`config.mk`:
```
export PLATFORM = sky130hd
export DESIGN_NAME = bank_act_guard
export DESIGN_NICKNAME = d
export VERILOG_FILES = /design/src/rtl/act_guard_pkg.sv /design/src/rtl/agd_down_cnt.sv /design/src/rtl/agd_bank_slice.sv /design/src/rtl/agd_faw_window.sv /design/src/rtl/bank_act_guard.sv
export SDC_FILE = /design/constraint.sdc
export NUM_CORES = 1
export LEC_CHECK = 0
export BUFFER_PORTS_ARGS = -buffer_cell sky130_fd_sc_hd__buf_2
export CAP_MARGIN = 20
export CORE_ASPECT_RATIO = 1.1
export CORE_MARGIN = 3
export CORE_UTILIZATION = 50
export CTS_CLUSTER_SIZE = 30
export DETAILED_ROUTE_END_ITERATION = 10
export MAX_ROUTING_LAYER = met4
export PLACE_DENSITY = 0.77
export SLEW_MARGIN = 25
export SYNTH_ARGS = -nofsm -noshare
export SYNTH_HDL_FRONTEND = slang
export SYNTH_HIERARCHICAL = 1
export SYNTH_SLANG_ARGS = --single-unit
export TNS_END_PERCENT = 5
```
`constraint.sdc`:
```
create_clock -name clk -period 5.4 [get_ports clk]
set_clock_uncertainty 0.2 [all_clocks]
set_input_delay 0.81 -clock clk [delete_from_list [all_inputs] [get_ports clk]]
set_output_delay 0.81 -clock clk [all_outputs]
set_load 0.02 [all_outputs]
```
`src/rtl/act_guard_pkg.sv`:
```
`timescale 1ns/1ps
package act_guard_pkg;

  typedef enum logic [1:0] {
    CMD_ACT = 2'd0,
    CMD_RD  = 2'd1,
    CMD_WR  = 2'd2,
    CMD_PRE = 2'd3
  } cmd_e;

  // Rounded-up conversion of a picosecond minimum into whole clocks.
  function automatic int unsigned ps_to_clk(input int unsigned t_ps,
                                            input int unsigned tck_ps);
    if (tck_ps == 0) return 0;
    return (t_ps + tck_ps - 1) / tck_ps;
  endfunction

endpackage

```
`src/rtl/agd_down_cnt.sv`:
```
`timescale 1ns/1ps
// Loadable down-counter: a load of span N reads zero again N cycles later.
module agd_down_cnt #(
  parameter int W = 6
) (
  input  logic         clk,
  input  logic         rst_n,
  input  logic         load,
  input  logic [W-1:0] span,
  output logic         expired
);

  logic [W-1:0] cnt;

  function automatic logic [W-1:0] span_to_load(input logic [W-1:0] s);
    return (s == '0) ? '0 : s - 1'b1;
  endfunction

  always_ff @(posedge clk) begin
    if (!rst_n)           cnt <= '0;
    else if (load)        cnt <= span_to_load(span);
    else if (cnt != '0)   cnt <= cnt - 1'b1;
  end

  assign expired = (cnt == '0);

endmodule

```
`src/rtl/agd_bank_slice.sv`:
```
`timescale 1ns/1ps
// Row state and per-bank timing for one bank.
module agd_bank_slice #(
  parameter int W = 6
) (
  input  logic         clk,
  input  logic         rst_n,
  input  logic         act_hit,
  input  logic         pre_hit,
  input  logic [W-1:0] cfg_trcd,
  input  logic [W-1:0] cfg_trc,
  input  logic [W-1:0] cfg_trp,
  output logic         is_open,
  output logic         act_ready,
  output logic         col_ready
);

  logic rcd_done, rc_done, rp_done;

  always_ff @(posedge clk) begin
    if (!rst_n)       is_open <= 1'b0;
    else if (act_hit) is_open <= 1'b1;
    else if (pre_hit) is_open <= 1'b0;
  end

  agd_down_cnt #(.W(W)) u_rcd (
    .clk(clk), .rst_n(rst_n), .load(act_hit), .span(cfg_trcd), .expired(rcd_done));
  agd_down_cnt #(.W(W)) u_rc (
    .clk(clk), .rst_n(rst_n), .load(act_hit), .span(cfg_trc), .expired(rc_done));
  agd_down_cnt #(.W(W)) u_rp (
    .clk(clk), .rst_n(rst_n), .load(pre_hit), .span(cfg_trp), .expired(rp_done));

  assign act_ready = !is_open && rc_done && rp_done;
  assign col_ready = is_open && rcd_done;

endmodule

```
`src/rtl/agd_faw_window.sv`:
```
`timescale 1ns/1ps
// Rolling four-activate window: a ring of four counters, the pointer marks the oldest.
module agd_faw_window #(
  parameter int W      = 6,
  parameter bit ENABLE = 1'b1
) (
  input  logic         clk,
  input  logic         rst_n,
  input  logic         act_fire,
  input  logic [W-1:0] cfg_tfaw,
  output logic         faw_ok
);

  localparam int SLOTS = 4;

  generate
    if (ENABLE) begin : g_win
      logic [1:0]       oldest;
      logic [SLOTS-1:0] slot_done;

      always_ff @(posedge clk) begin
        if (!rst_n)        oldest <= '0;
        else if (act_fire) oldest <= oldest + 2'd1;
      end

      for (genvar s = 0; s < SLOTS; s++) begin : g_slot
        agd_down_cnt #(.W(W)) u_slot (
          .clk(clk), .rst_n(rst_n),
          .load(act_fire && (oldest == 2'(s))),
          .span(cfg_tfaw),
          .expired(slot_done[s]));
      end

      assign faw_ok = slot_done[oldest];
    end else begin : g_off
      logic unused_win;
      assign unused_win = ^{clk, rst_n, act_fire, cfg_tfaw};
      assign faw_ok = 1'b1;
    end
  endgenerate

endmodule

```
`src/rtl/bank_act_guard.sv`:
```
`timescale 1ns/1ps
module bank_act_guard
  import act_guard_pkg::*;
#(
  parameter int NUM_BANKS = 8,
  parameter int CNT_W     = 6,
  localparam int BANK_W   = $clog2(NUM_BANKS),
  localparam bit FAW_EN   = (NUM_BANKS == 8)
) (
  input  logic                 clk,
  input  logic                 rst_n,
  input  logic                 req_valid,
  input  logic [1:0]           req_cmd,
  input  logic [BANK_W-1:0]    req_bank,
  input  logic [CNT_W-1:0]     cfg_trcd,
  input  logic [CNT_W-1:0]     cfg_trc,
  input  logic [CNT_W-1:0]     cfg_trrd,
  input  logic [CNT_W-1:0]     cfg_tfaw,
  input  logic [CNT_W-1:0]     cfg_trp,
  output logic                 grant,
  output logic                 stall,
  output logic [NUM_BANKS-1:0] bank_open
);

  cmd_e cmd;
  assign cmd = cmd_e'(req_cmd);

  // Named internal events, also observed by the checker.
  logic                 act_fire, rdwr_fire, pre_fire;
  logic                 rrd_done, faw_ok, act_ok, col_ok;
  logic [NUM_BANKS-1:0] act_ready, col_ready;

  assign act_ok = act_ready[req_bank] && rrd_done && faw_ok;
  assign col_ok = col_ready[req_bank];

  always_comb begin
    grant = 1'b0;
    if (req_valid) begin
      unique case (cmd)
        CMD_ACT:        grant = act_ok;
        CMD_RD, CMD_WR: grant = col_ok;
        CMD_PRE:        grant = 1'b1;
        default:        grant = 1'b0;
      endcase
    end
  end

  assign stall     = req_valid && !grant;
  assign act_fire  = grant && (cmd == CMD_ACT);
  assign rdwr_fire = grant && ((cmd == CMD_RD) || (cmd == CMD_WR));
  assign pre_fire  = grant && (cmd == CMD_PRE);

  generate
    for (genvar b = 0; b < NUM_BANKS; b++) begin : g_bank
      agd_bank_slice #(.W(CNT_W)) u_slice (
        .clk(clk), .rst_n(rst_n),
        .act_hit(act_fire && (req_bank == BANK_W'(b))),
        .pre_hit(pre_fire && (req_bank == BANK_W'(b))),
        .cfg_trcd(cfg_trcd), .cfg_trc(cfg_trc), .cfg_trp(cfg_trp),
        .is_open(bank_open[b]),
        .act_ready(act_ready[b]),
        .col_ready(col_ready[b]));
    end
  endgenerate

  agd_down_cnt #(.W(CNT_W)) u_rrd (
    .clk(clk), .rst_n(rst_n), .load(act_fire), .span(cfg_trrd), .expired(rrd_done));

  agd_faw_window #(.W(CNT_W), .ENABLE(FAW_EN)) u_faw (
    .clk(clk), .rst_n(rst_n), .act_fire(act_fire), .cfg_tfaw(cfg_tfaw), .faw_ok(faw_ok));

endmodule

```
==> results.md <==
* Status: completed
* Multiplexer share of the synthesized area at less than 1%
* Post-synth EDFFs at 0
* Met2 usage at 36.7%
* Maximum VDD drop at about 0.37 mV
* Slew at the pin with the worst max-slew slack at between 0.9 and 1 ns
* TNS Setup at 0 ns
* WS Path Type: reg2out
* Starting DRT DRC Count at just over 700
* Hold Worst Slack at between 0.3 and 0.4 ns
* Area taken by multi-input logic gates at 10,500 µm²
* Reg-to-Reg Start: g_bank[2].u_slice/u_rcd/cnt[0]
* Crit. End Element: output port
* Area occupied by registers at around 3700 µm²
* Yosys warnings at 6
* GRT busiest layer: met2
* Io pins at 48
* Post-synthesis sequential area ratio at roughly 25%
* Fraction of the mapped netlist area in compound gates at between 20% and 30%
* DRC Markers at 0
* Hold_buf cts at 0
* Post-CTS Setup Inserts at 0
* Tmin final at slightly above 4 ns
* Slew HR at a little over a third
* Die width at between 150 and 200 µm
* Row count at 65
* Fillers at approximately 2,600
* # clock sinks at approximately 180
* Post-synthesis register bit count at between 150 and 200
* Cts bufs inserted at 17
* Die H at roughly 190 µm
* Async SR Flop Fraction at 0%
* CP required at ~4.4 ns
* Fmax at roughly 0.24 GHz
* Leakage at between 5 and 6 nW
* Post-DP HPWL at 23.0 mm
* Global Route Usage Sum at 21.2%
* Xor/xnor share of the synthesized area at between 10% and 20%
* Crit-path max FO at 11
* Hold Crit Class: reg2reg
* Mapped Cells at ~1,600
* Clk_lat worst skew at 0.45 ns
* Post-Syn Area at roughly 15,000 µm²
* WL final at 32.7 mm
* Max-slew violations at 0
* Initial Util at between 50% and 60%
* Routability Congestion at ~0.85
* Period utilization at between 70% and 80%
* Vias in the first global route at approximately 12,000
* IO Port Bufs at 47
* Slowest CP cell: mux4_2
* Clock-pin slew on the worst setup and hold paths at roughly 0.08 ns
* Via/cell ratio at approximately 5.7
* Final Hold Vio Count at 0
* Delay of the slowest critical-path stage at between 0.4 and 0.5 ns
* Routed vias at roughly 12,000
* CTS resizes at 0
* CTS tree: yes
* DRT Pass-1 Iters at 5
* Worst Path Arrival at 3.11 ns
* Area grow syn2layout at 9.74%
* GRT met3 Usage at under 10%
* Grt ovf at 0
* Avg WL per Cell at around 16 µm
* Layout cells sized above 1 at a little under a quarter
* Endpoints failing setup at 0
* Critical Path Start: g_bank[2].u_slice/u_rcd/cnt[0]
* Distinct cells, synth at between 40 and 50
* Post-Synth Simple-Gate Area at about a quarter
* Top_reg_cell synth: dfxtp_1
* RSZ-0062 raised after global routing: false
* CORE AREA at roughly 29,000 µm²
* Post-synthesis adder-cell area fraction at between 10% and 20%
* Critical path cell sequence: inv_1 -> ha_1 -> and3b_1 -> and2_2 -> mux4_2 -> or2_1 -> a311oi_2 -> buf_4 -> o21a_1 -> buf_2
* Hold path start: g_bank[5].u_slice/u_rcd/cnt[0]
* Syn Area/Cell at between 9 and 10 µm²
* H-tree depth at 4
* Main combinational cell family by area after synthesis: simple AND/OR/NAND/NOR gates
* Synthesized net count at 1,738
* Clock root buffer: clkbuf_16
* PwrDens at 505 nW/µm²
* Startpoint Class: register
* DRT antenna net count at 0
* Largest net degree at the start of global routing at 40
* Die area at between 30,000 and 40,000 µm²
* Global-route track usage on met1 at between 20 and 30%
* Max-Cap Viols at 0
* Initial antenna violation count at 3
* First-pass GRT wire length at 54.4 mm
* Final #Nets at around 1,800
* Max Root-Sink Buffers at 2
synth_stat cells, types with 30 or more instances:
library cell,instances,share of area [%]
nand3_1,31,1.1
ha_1,123,11
inv_1,120,3.1
xnor2_1,203,12
o22a_1,58,3.5
nor2_1,100,2.6
o22a_2,58,4.0
nor3_1,65,2.2
or2_1,30,1.3
nor3b_1,91,4.7
nand2_1,46,1.2
xor2_1,30,1.8
nor3_2,58,4.0
nand2b_1,30,1.3
dfxtp_1,184,25
layout by cell type (no fill, tap or decap), types with 5 or more instances in the layout:
cell type | synthesis | final
and2_2 | 8 | 8
o21a_1 | 9 | 9
a21oi_1 | 29 | 29
o21ba_2 | 29 | 29
nand3_1 | 31 | 31
and3b_1 | 29 | 29
nand2_1 | 46 | 46
nor2_1 | 100 | 100
clkbuf_16 | 0 | 17
nor3_2 | 58 | 63
xnor2_1 | 203 | 203
buf_2 | 3 | 47
dfxtp_1 | 184 | 184
or3_4 | 29 | 29
and2_1 | 5 | 5
ha_1 | 123 | 123
nor2_2 | 29 | 29
o22a_1 | 58 | 58
nand2b_1 | 30 | 30
a21bo_2 | 29 | 29
o21ai_4 | 29 | 29
xor2_1 | 30 | 30
inv_1 | 120 | 120
o21ai_0 | 29 | 29
o32ai_1 | 29 | 29
or2_1 | 30 | 30
o221a_1 | 29 | 29
nor2b_1 | 12 | 12
inv_6 | 0 | 5
o22a_2 | 58 | 58
nor3_1 | 65 | 60
buf_4 | 0 | 18
nor3b_1 | 91 | 91
final timing paths:
kind | end | slack [ns] | cells after the start
setup / recovery | stall | 1.28 | 10
hold / removal | g_bank[5].u_slice/u_rcd/cnt[0] | 0.36 | 1
setup reg to reg | u_faw/g_win.g_slot[1].u_slot/cnt[5] | 1.50 | 15
hold reg to reg | g_bank[5].u_slice/u_rcd/cnt[0] | 0.36 | 1
sequential cells by signal, summed over array words and instances (netlist names):
register                       flops
g_bank.u_slice/u_rp/cnt           48
g_bank.u_slice/is_open             8
u_faw/g_win.g_slot.u_slot/cnt     24
g_bank.u_slice/u_rcd/cnt          48
u_rrd/cnt                          6
g_bank.u_slice/u_rc/cnt           48
u_faw/g_win.oldest                 2
per-layer routing:
layer,wire length [µm],vias to the layer above
li1,-,5791
met1,15000,5738
met2,16300,148
met3,911,33
met4,488,0
met5,0,-
worst max-delay path: cells and delay by family, from the launching register on:
family / cells / cell delay [ns]
fa+ha+maj: 1 / 0.22
mux: 1 / 0.45
compound gates: 2 / 0.43
flops: 1 / 0.37
buf+inv: 3 / 0.54
simple gates: 3 / 0.66
cells by family (layout without fill, tap and decap cells):
logic type | Yosys count | in the layout
xor gates and xnor gates | 233 | 233
muxes | 7 | 7
other | 0 | 3
and+or+nand+nor | 572 | 572
DFF | 184 | 184
buffers and inverters | 125 | 217
adders and majority gates | 123 | 123
AOI/OAI and AO/OA | 333 | 333
power by group:
group | switching, mW | internal, mW | total (mW)
sequential | 0.473 | 1.90 | 2.37
clock | 0.613 | 0.612 | 1.22
combinational | 2.11 | 2.42 | 4.53
metrics by stage:
stage               utilization [%]  std cells  cell area (µm²)  total power, mW  setup slack, ns
floorplan                         -       1577            14700             6.03            0.863
global placement               53.8       2005            15500             6.73             1.56
detailed placement             53.8       2005            15500             6.89             1.50
CTS                            55.8       2037            16100             8.15             1.29
global route                   55.9       2040            16100             8.81             1.11
finish                         55.9       2040            16100             8.12             1.28
cell type report:
class / instances / area share [%]
Sequential cell: 184 / 22.9
Antenna cell: 3 / 0.0467
Inverter: 120 / 2.80
Clock inverter: 14 / 0.825
Multi-Input combinational cell: 1268 / 65.6
Clock buffer: 18 / 2.67
Timing Repair Buffer: 65 / 2.30
Tap cell: 368 / 2.86
(Power assumes the default switching activity.)
